$ cat config.mk
export PLATFORM = sky130hd
export DESIGN_NAME = nano_seq_ctrl
export DESIGN_NICKNAME = d
export VERILOG_FILES = /design/src/rtl/nseq_pkg.sv /design/src/rtl/seq_issue_gate.sv /design/src/rtl/seq_len_ctr.sv /design/src/rtl/seq_pc.sv /design/src/rtl/nano_seq_ctrl.sv
export SDC_FILE = /design/constraint.sdc
export NUM_CORES = 1
export LEC_CHECK = 0
export BUFFER_PORTS_ARGS = -buffer_cell sky130_fd_sc_hd__buf_2
export CAP_MARGIN = 5
export CORE_MARGIN = 2
export CORE_UTILIZATION = 46
export DETAILED_ROUTE_END_ITERATION = 6
export MAX_ROUTING_LAYER = met4
export PLACE_DENSITY = 0.75
export SYNTH_ARGS = -nofsm -noshare
export SYNTH_HDL_FRONTEND = slang
export SYNTH_SLANG_ARGS = --single-unit
$ cat constraint.sdc
create_clock -name clk -period 1.6 [get_ports clk]
set_clock_uncertainty 0.2 [all_clocks]
set_input_delay 0.24 -clock clk [delete_from_list [all_inputs] [get_ports clk]]
set_output_delay 0.24 -clock clk [all_outputs]
set_load 0.01 [all_outputs]
$ cat src/rtl/nseq_pkg.sv
package nseq_pkg;
  typedef enum logic {
    PH_IDLE = 1'b0,
    PH_RUN  = 1'b1
  } phase_e;

  function automatic int unsigned depth_of(input int unsigned w);
    return 32'd1 << w;
  endfunction
endpackage

$ cat src/rtl/seq_issue_gate.sv
module seq_issue_gate (
  input  logic clk,
  input  logic rst_n,
  input  logic cmd_issue,
  input  logic busy,
  output logic accept,
  output logic err_pulse
);
  logic err_q;

  assign accept = cmd_issue & ~busy;

  always_ff @(posedge clk or negedge rst_n) begin
    if (!rst_n) err_q <= 1'b0;
    else        err_q <= cmd_issue & busy;
  end

  assign err_pulse = err_q;
endmodule

$ cat src/rtl/seq_len_ctr.sv
module seq_len_ctr #(
  parameter int LEN_W = 5
) (
  input  logic             clk,
  input  logic             rst_n,
  input  logic             accept,
  input  logic [LEN_W-1:0] cmd_len,
  output logic             busy,
  output logic             last
);
  import nseq_pkg::*;

  localparam int CNT_W = LEN_W + 1;
  localparam logic [CNT_W-1:0] FULL_M1 = CNT_W'(depth_of(LEN_W) - 1);

  phase_e           ph_q;
  logic [CNT_W-1:0] rem_q;
  logic [CNT_W-1:0] load_val;

  always_comb begin
    if (cmd_len == '0) load_val = FULL_M1;
    else               load_val = {1'b0, cmd_len} - CNT_W'(1);
  end

  always_ff @(posedge clk or negedge rst_n) begin
    if (!rst_n) begin
      ph_q  <= PH_IDLE;
      rem_q <= '0;
    end else if (accept) begin
      ph_q  <= PH_RUN;
      rem_q <= load_val;
    end else if (ph_q == PH_RUN) begin
      if (rem_q == '0) ph_q <= PH_IDLE;
      else             rem_q <= rem_q - CNT_W'(1);
    end
  end

  assign busy = (ph_q == PH_RUN);
  assign last = busy && (rem_q == '0);
endmodule

$ cat src/rtl/seq_pc.sv
module seq_pc #(
  parameter int IDX_W = 5
) (
  input  logic             clk,
  input  logic             rst_n,
  input  logic             accept,
  input  logic [IDX_W-1:0] start,
  input  logic             advance,
  output logic [IDX_W-1:0] pc
);
  logic [IDX_W-1:0] pc_q;

  always_ff @(posedge clk or negedge rst_n) begin
    if (!rst_n)       pc_q <= '0;
    else if (accept)  pc_q <= start;
    else if (advance) pc_q <= pc_q + IDX_W'(1);
  end

  assign pc = pc_q;
endmodule

$ cat src/rtl/nano_seq_ctrl.sv
module nano_seq_ctrl #(
  parameter int IDX_W = 5,
  parameter int LEN_W = 5
) (
  input  logic             clk,
  input  logic             rst_n,
  input  logic             cmd_issue,
  input  logic [IDX_W-1:0] cmd_start,
  input  logic [LEN_W-1:0] cmd_len,
  output logic             busy,
  output logic             done,
  output logic             err_busy,
  output logic             idx_valid,
  output logic [IDX_W-1:0] idx
);
  logic accept;
  logic run;
  logic last;

  seq_issue_gate u_gate (
    .clk       (clk),
    .rst_n     (rst_n),
    .cmd_issue (cmd_issue),
    .busy      (run),
    .accept    (accept),
    .err_pulse (err_busy)
  );

  seq_len_ctr #(.LEN_W(LEN_W)) u_len (
    .clk     (clk),
    .rst_n   (rst_n),
    .accept  (accept),
    .cmd_len (cmd_len),
    .busy    (run),
    .last    (last)
  );

  seq_pc #(.IDX_W(IDX_W)) u_pc (
    .clk     (clk),
    .rst_n   (rst_n),
    .accept  (accept),
    .start   (cmd_start),
    .advance (run & ~last),
    .pc      (idx)
  );

  assign busy      = run;
  assign idx_valid = run;
  assign done      = last;
endmodule

### Word-level counts from Yosys, hierarchy flattened

Index checks and enable logic that the tools add are counted.

* flip-flop bits (word level): 13
* input port bits: 13
* output and inout port bits: 9
* logic and storage cells: 28

* $add $sub $neg: 3
* equal/unequal tests: 1
* mux-type cells: 9
* bitwise logic cells: 5
* reduce and logical (&&, ||, !) cells: 6

Operators by type and width (count)
* two-way mux 6 bit: 4
* two-way mux 5 bit: 2
* logical NOT 6 bit: 1
* subtractor 5 x 1 -> 6 bit, second input constant: 1
* subtractor 6 x 1 -> 6 bit, second input constant: 1
* adder 5 x 1 -> 5 bit, second input constant: 1
* logical NOT 5 bit: 1
* nonzero test 2 bit: 2
* AND 1 bit: 3
* two-way mux 1 bit: 3
* != test 2 bit, second input constant: 1
* inverter 1 bit: 2
* AND reduction 2 bit: 1
* logical AND 1 bit: 1

### Logic depth before layout (Yosys ltp)

* depth in word-level cells: 6
* depth in mapped cells: 7
* depth with buffers taken out: 7

### Cells and area by module

From an unflattened synthesis, not the netlist that was laid out.

* cells, all modules: 84
* area, all modules: 849.6 µm²

By module, submodules not included
* seq_len_ctr: instances 1, cells each 55, area an instance 538.0 µm², seq. area each 175.2 µm²
* seq_pc: instances 1, cells each 24, area an instance 249.0 µm², seq. area each 125.1 µm²
* seq_issue_gate: instances 1, cells each 3, area an instance 41.3 µm², seq. area each 25.0 µm²
* nano_seq_ctrl: instances 1, cells each 2, area an instance 21.3 µm², seq. area each 0.0 µm²

### Least setup slack after synthesis

No wires, ideal clock.

* path kind: register to register
* start point: reg u_len.rem_q[0]
* end point: reg u_pc.pc_q[0] (netlist: u_pc.pc[0])
* library setup time: 0.134 ns
* arrival: 1.310 ns
* data required time: 1.266 ns
* setup slack: -0.044 ns
* stages on the path, launching flop included: 8
* path buffers: 0
* period minus slack after synthesis: 1.644 ns
* path through: dfrtp_1 inv_1 ha_1 and2b_1 nand3_2 clkinv_2 o21ai_0 o211ai_1

* word-level cells in the longest chain between the ends: 5

RTL lines
* start: declaration: RTL line seq_len_ctr.sv:17 `logic [CNT_W-1:0] rem_q;`
* start signal: assignment: RTL line seq_len_ctr.sv:31 `rem_q <= load_val;`
* start signal: assignment: RTL line seq_len_ctr.sv:34 `else rem_q <= rem_q - CNT_W'(1);`
* logical NOT 6 bit: RTL line seq_len_ctr.sv:39 `assign last = busy && (rem_q == '0);`
* logical AND 1 bit: RTL line seq_len_ctr.sv:39
* net done: RTL line nano_seq_ctrl.sv:11 `output logic done,`
* inverter 1 bit: RTL line nano_seq_ctrl.sv:43 `.advance (run & ~last),`
* AND 1 bit: RTL line nano_seq_ctrl.sv:43
* nonzero test 2 bit (no source line)
* end signal: assignment: RTL line seq_pc.sv:15 `else if (accept) pc_q <= start;`
* end signal: assignment: RTL line seq_pc.sv:16 `else if (advance) pc_q <= pc_q + IDX_W'(1);`
* end: declaration: RTL line seq_pc.sv:11 `logic [IDX_W-1:0] pc_q;`

The timed path passes the listed nets, and every way through them passes these cells.
A chain may end at the register's enable or synchronous reset.

### Worst setup path in the final report

* start point: reg u_len.rem_q[1]
* end point: out done

* word-level cells in the longest chain between the ends: 2

RTL lines (RTL line)
* logical NOT 6 bit: seq_len_ctr.sv:39
* logical AND 1 bit: seq_len_ctr.sv:39
* end: declaration: nano_seq_ctrl.sv:11

No other way between the ends.

==> flow_metrics.tcl <==
set metrics [dict create \
    outcome "finished, violations left" \
    failed_checks "hold timing, setup timing" \
    worstHoldPathCells 3 \
    p_leak_uw 0.0005938 \
    classification_of_the_worst_setup_path "reg -> out" \
    grt_pass1_wl_um 3636 \
    worstSetupEndpointType "primary output" \
    share_of_synthesized_registers_carrying_an_async_set_or_reset_pct 100.0 \
    holdPathEnd "u_pc.pc[0]" \
    finalHoldWorstSlack_ns -0.001120 \
    gr-total-overflow 0 \
    inserted_diodes 0 \
    drc_errors 0 \
    drt-vias-per-instance 5.425 \
    root_buffer "sky130_fd_sc_hd__clkbuf_4" \
    critPathRequiredTime_ns 1.16 \
    p_per_area_nw_per_um2 1746 \
    min-delay-path-class "in -> reg" \
    cts-buffers-inserted 3 \
    synth_top_flop_cell "sky130_fd_sc_hd__dfrtp_1" \
    syn_inst 95 \
    design.final.nets 160 \
    final_worst_slack_ns -0.1804 \
    critPathLaunchType "register" \
    worstMarginPinSlew_ns 0.3458 \
    placed_cells_incl_taps 149 \
    finalCritPeriodShare_pct 111.3 \
    area_growth_syn_to_layout_pct 50.43 \
    grtUsageTotal_pct 23.96 \
    reg2reg_depth 7 \
    yosysSeqAreaShare_pct 37.04 \
    synth.cell_area_um2 878.3 \
    drive_above_1_share_pct 46.48 \
    post_synth.cell_area_avg_um2 9.246 \
    dr_total_vias 906 \
    num_rows 15 \
    clock_sinks 13 \
    yosys_warnings 0 \
    timing.final.hold_violations 1 \
    initial_antenna_violation_count 0 \
    max_freq_mhz 561.7 \
    antenna_nets_post_route 0 \
    fp.coreArea_um2 1764 \
    placement.io_buffers 21 \
    synthesis.nets 112 \
    gp_congestion 0.8015 \
    ctsLongestPathBuffers 2 \
    source_of_the_critical_timing_path "u_len.rem_q[1]" \
    slew_headroom_pct 76.77 \
    die_width_um 47.70 \
    route.layer.met1.wl_um 1097 \
    die_height_um 47.70 \
    ys_types 41 \
    final_worst_path_period_need_ns 1.780 \
    detail_route.wl_per_cell_um 15.45 \
    timing.final.max_slew_violations 0 \
    worst-path-max-fanout 3 \
    vias_in_the_first_global_route 831 \
    tritoncts "yes" \
    die_area_um2 2275 \
    fill_cells 142 \
    regToRegSetupSlack_ns -0.17 \
    worst_skew_pair.late_latency_ns 0.27 \
    routed_wirelength_um 2580 \
    detailroute.wirelength.met2_um 1320 \
    detailedRoute.firstPassIterationCount 4 \
    synth.ff_latch_count 13 \
    timing.setup.tns_ns -1.008 \
    io_pins 22 \
    detailed_placement_hpwl_um 1654 \
    wl_met3_um 102 \
    cp.arrival_ns 1.34 \
    r2r_end "u_len.rem_q[1]" \
    post_layout_cell_count 167 \
    maxUsedRoutingLayer "met4" \
    initial_core_util_pct 49.79 \
    grt_max_degree 14 \
    drv_cap 0 \
    worst_setup_hold_path_clk_slew_ns 0.08 \
    hold_path_startpoint "cmd_start[0]" \
    synth_edf_count 0 \
    worst_r2r_startpoint "u_len.rem_q[1]" \
    unrepaired_setup_endpoints_after_global_routing "true" \
    final-setup-viol-count 11 \
    cts.htree.levels 1 \
    drt-initial-drc-count 23 \
    max-vdd-ir-drop_mv 0.9076 \
]
==> cells in the final DEF, fill, tap and decap left out, types with 2 or more instances in the layout <==
master and count:
sky130_fd_sc_hd__inv_1 3, sky130_fd_sc_hd__mux2i_1 2, sky130_fd_sc_hd__nand3_1 3, sky130_fd_sc_hd__ha_4 2
sky130_fd_sc_hd__dlygate4sd3_1 2, sky130_fd_sc_hd__nor2_1 9, sky130_fd_sc_hd__clkbuf_4 3, sky130_fd_sc_hd__ha_1 2
sky130_fd_sc_hd__nand2_1 7, sky130_fd_sc_hd__buf_6 5, sky130_fd_sc_hd__dfrtp_1 12, sky130_fd_sc_hd__nand3_4 2
sky130_fd_sc_hd__nand2b_1 2, sky130_fd_sc_hd__buf_4 20, sky130_fd_sc_hd__nor2b_1 4, sky130_fd_sc_hd__inv_2 2
sky130_fd_sc_hd__o21ai_1 4, sky130_fd_sc_hd__and2_1 2, sky130_fd_sc_hd__buf_2 20, sky130_fd_sc_hd__xnor2_1 3
sky130_fd_sc_hd__nor3_4 2, sky130_fd_sc_hd__o211ai_1 2
==> layout make-up <==
cell class              instances  area (um2)  area share, %
well taps                      25       31.28          2.367
multi-input cells              72       583.1          44.13
clock buffers                   4       26.28          1.989
flip-flops and latches         13       326.6          24.72
repair buffers                 47       326.6          24.72
inverters                       6       27.53          2.083
==> power by group <==
part           switching [uW]  total (uW)  internal (uW)
logic                     676        1430            754
clock network             112         208           96.5
registers                 177         669            491
total                     965        2310           1340
==> synthesized netlist by cell type, types with 2 or more instances <==
master,instances,share of area (%)
sky130_fd_sc_hd__a21oi_1,2,1.1
sky130_fd_sc_hd__and2_1,2,1.4
sky130_fd_sc_hd__buf_2,2,1.1
sky130_fd_sc_hd__dfrtp_1,13,37
sky130_fd_sc_hd__ha_1,4,5.7
sky130_fd_sc_hd__inv_1,5,2.1
sky130_fd_sc_hd__mux2i_1,2,2.3
sky130_fd_sc_hd__nand2_1,7,3.0
sky130_fd_sc_hd__nand2b_1,2,1.4
sky130_fd_sc_hd__nand3_1,5,2.8
sky130_fd_sc_hd__nor2_1,9,3.8
sky130_fd_sc_hd__nor2b_1,4,2.8
sky130_fd_sc_hd__nor3_2,2,2.3
sky130_fd_sc_hd__o211ai_1,2,1.7
sky130_fd_sc_hd__o21ai_0,5,2.8
sky130_fd_sc_hd__xnor2_1,3,3.0
sky130_fd_sc_hd__xor2_1,2,2.0
==> state kept, by name, indices dropped and copies added, names as in the netlist <==
signal and cells:
u_gate.err_pulse 1, u_len.busy 1, u_len.rem_q 6, u_pc.pc 5
==> logic make-up (layout without fill, tap and decap cells) <==
logic type,count (synthesis),count (layout),share of synthesized area [%]
xor gates and xnor gates,5,5,4.987
and+or+nand+nor,39,39,25.07
buffers and inverters,10,57,5.128
muxes,2,2,2.279
adders and majority gates,4,4,5.698
AOI/OAI and AO/OA,22,22,19.80
DFF,13,13,37.04
==> metal layers <==
layer,up-vias,GRT usage (%)
met2,31,42.13
met4,0,8.108
li1,435,-
met1,434,27.61
met5,-,-
met3,6,3.396
==> worst max-delay path by stage <==
stage,endpoint,depth (start not counted),slack [ns]
after CTS,done,6,-0.15
after global placement,u_len.rem_q[2],6,-0.06
after global routing,done,4,-0.22
after floorplan,u_pc.pc[0],7,-0.007
after detailed placement,u_len.rem_q[2],6,-0.08
final,done,6,-0.18
==> per-stage QoR <==
| step | hold slack, ns | util (%) | cell area, um2 | power, uW | worst slack (ns) |
|---|---|---|---|---|---|
| after global placement | -0.05950 | 61.63 | 1087 | 1669 | -0.06206 |
| after CTS | 0.006808 | 70.28 | 1240 | 2107 | -0.1456 |
| after detailed placement | -0.05612 | 61.63 | 1087 | 1713 | -0.08201 |
| final | -0.001120 | 74.89 | 1321 | 2307 | -0.1804 |
| after global routing | 0.002826 | 74.89 | 1321 | 2460 | -0.2178 |
| after floorplan | -0.2556 | - | 882.1 | 1316 | -0.007199 |
==> repair_timing <==
action,in CTS,in global routing
endpoints found under the hold margin,14,0
resized for setup,16,9
endpoints found under the setup margin,10,12
pin swaps,5,8
hold buffers,2,0
buffers inserted,8,5
==> critical path, cell delays in order (launching register included) <==
cell                       delay (ns)
sky130_fd_sc_hd__dfrtp_1         0.38
sky130_fd_sc_hd__inv_2           0.07
sky130_fd_sc_hd__ha_4            0.15
sky130_fd_sc_hd__and2b_2         0.22
sky130_fd_sc_hd__nand3_4         0.09
sky130_fd_sc_hd__clkinv_4        0.06
sky130_fd_sc_hd__buf_6           0.11
Power figures use the tool's default switching activity.
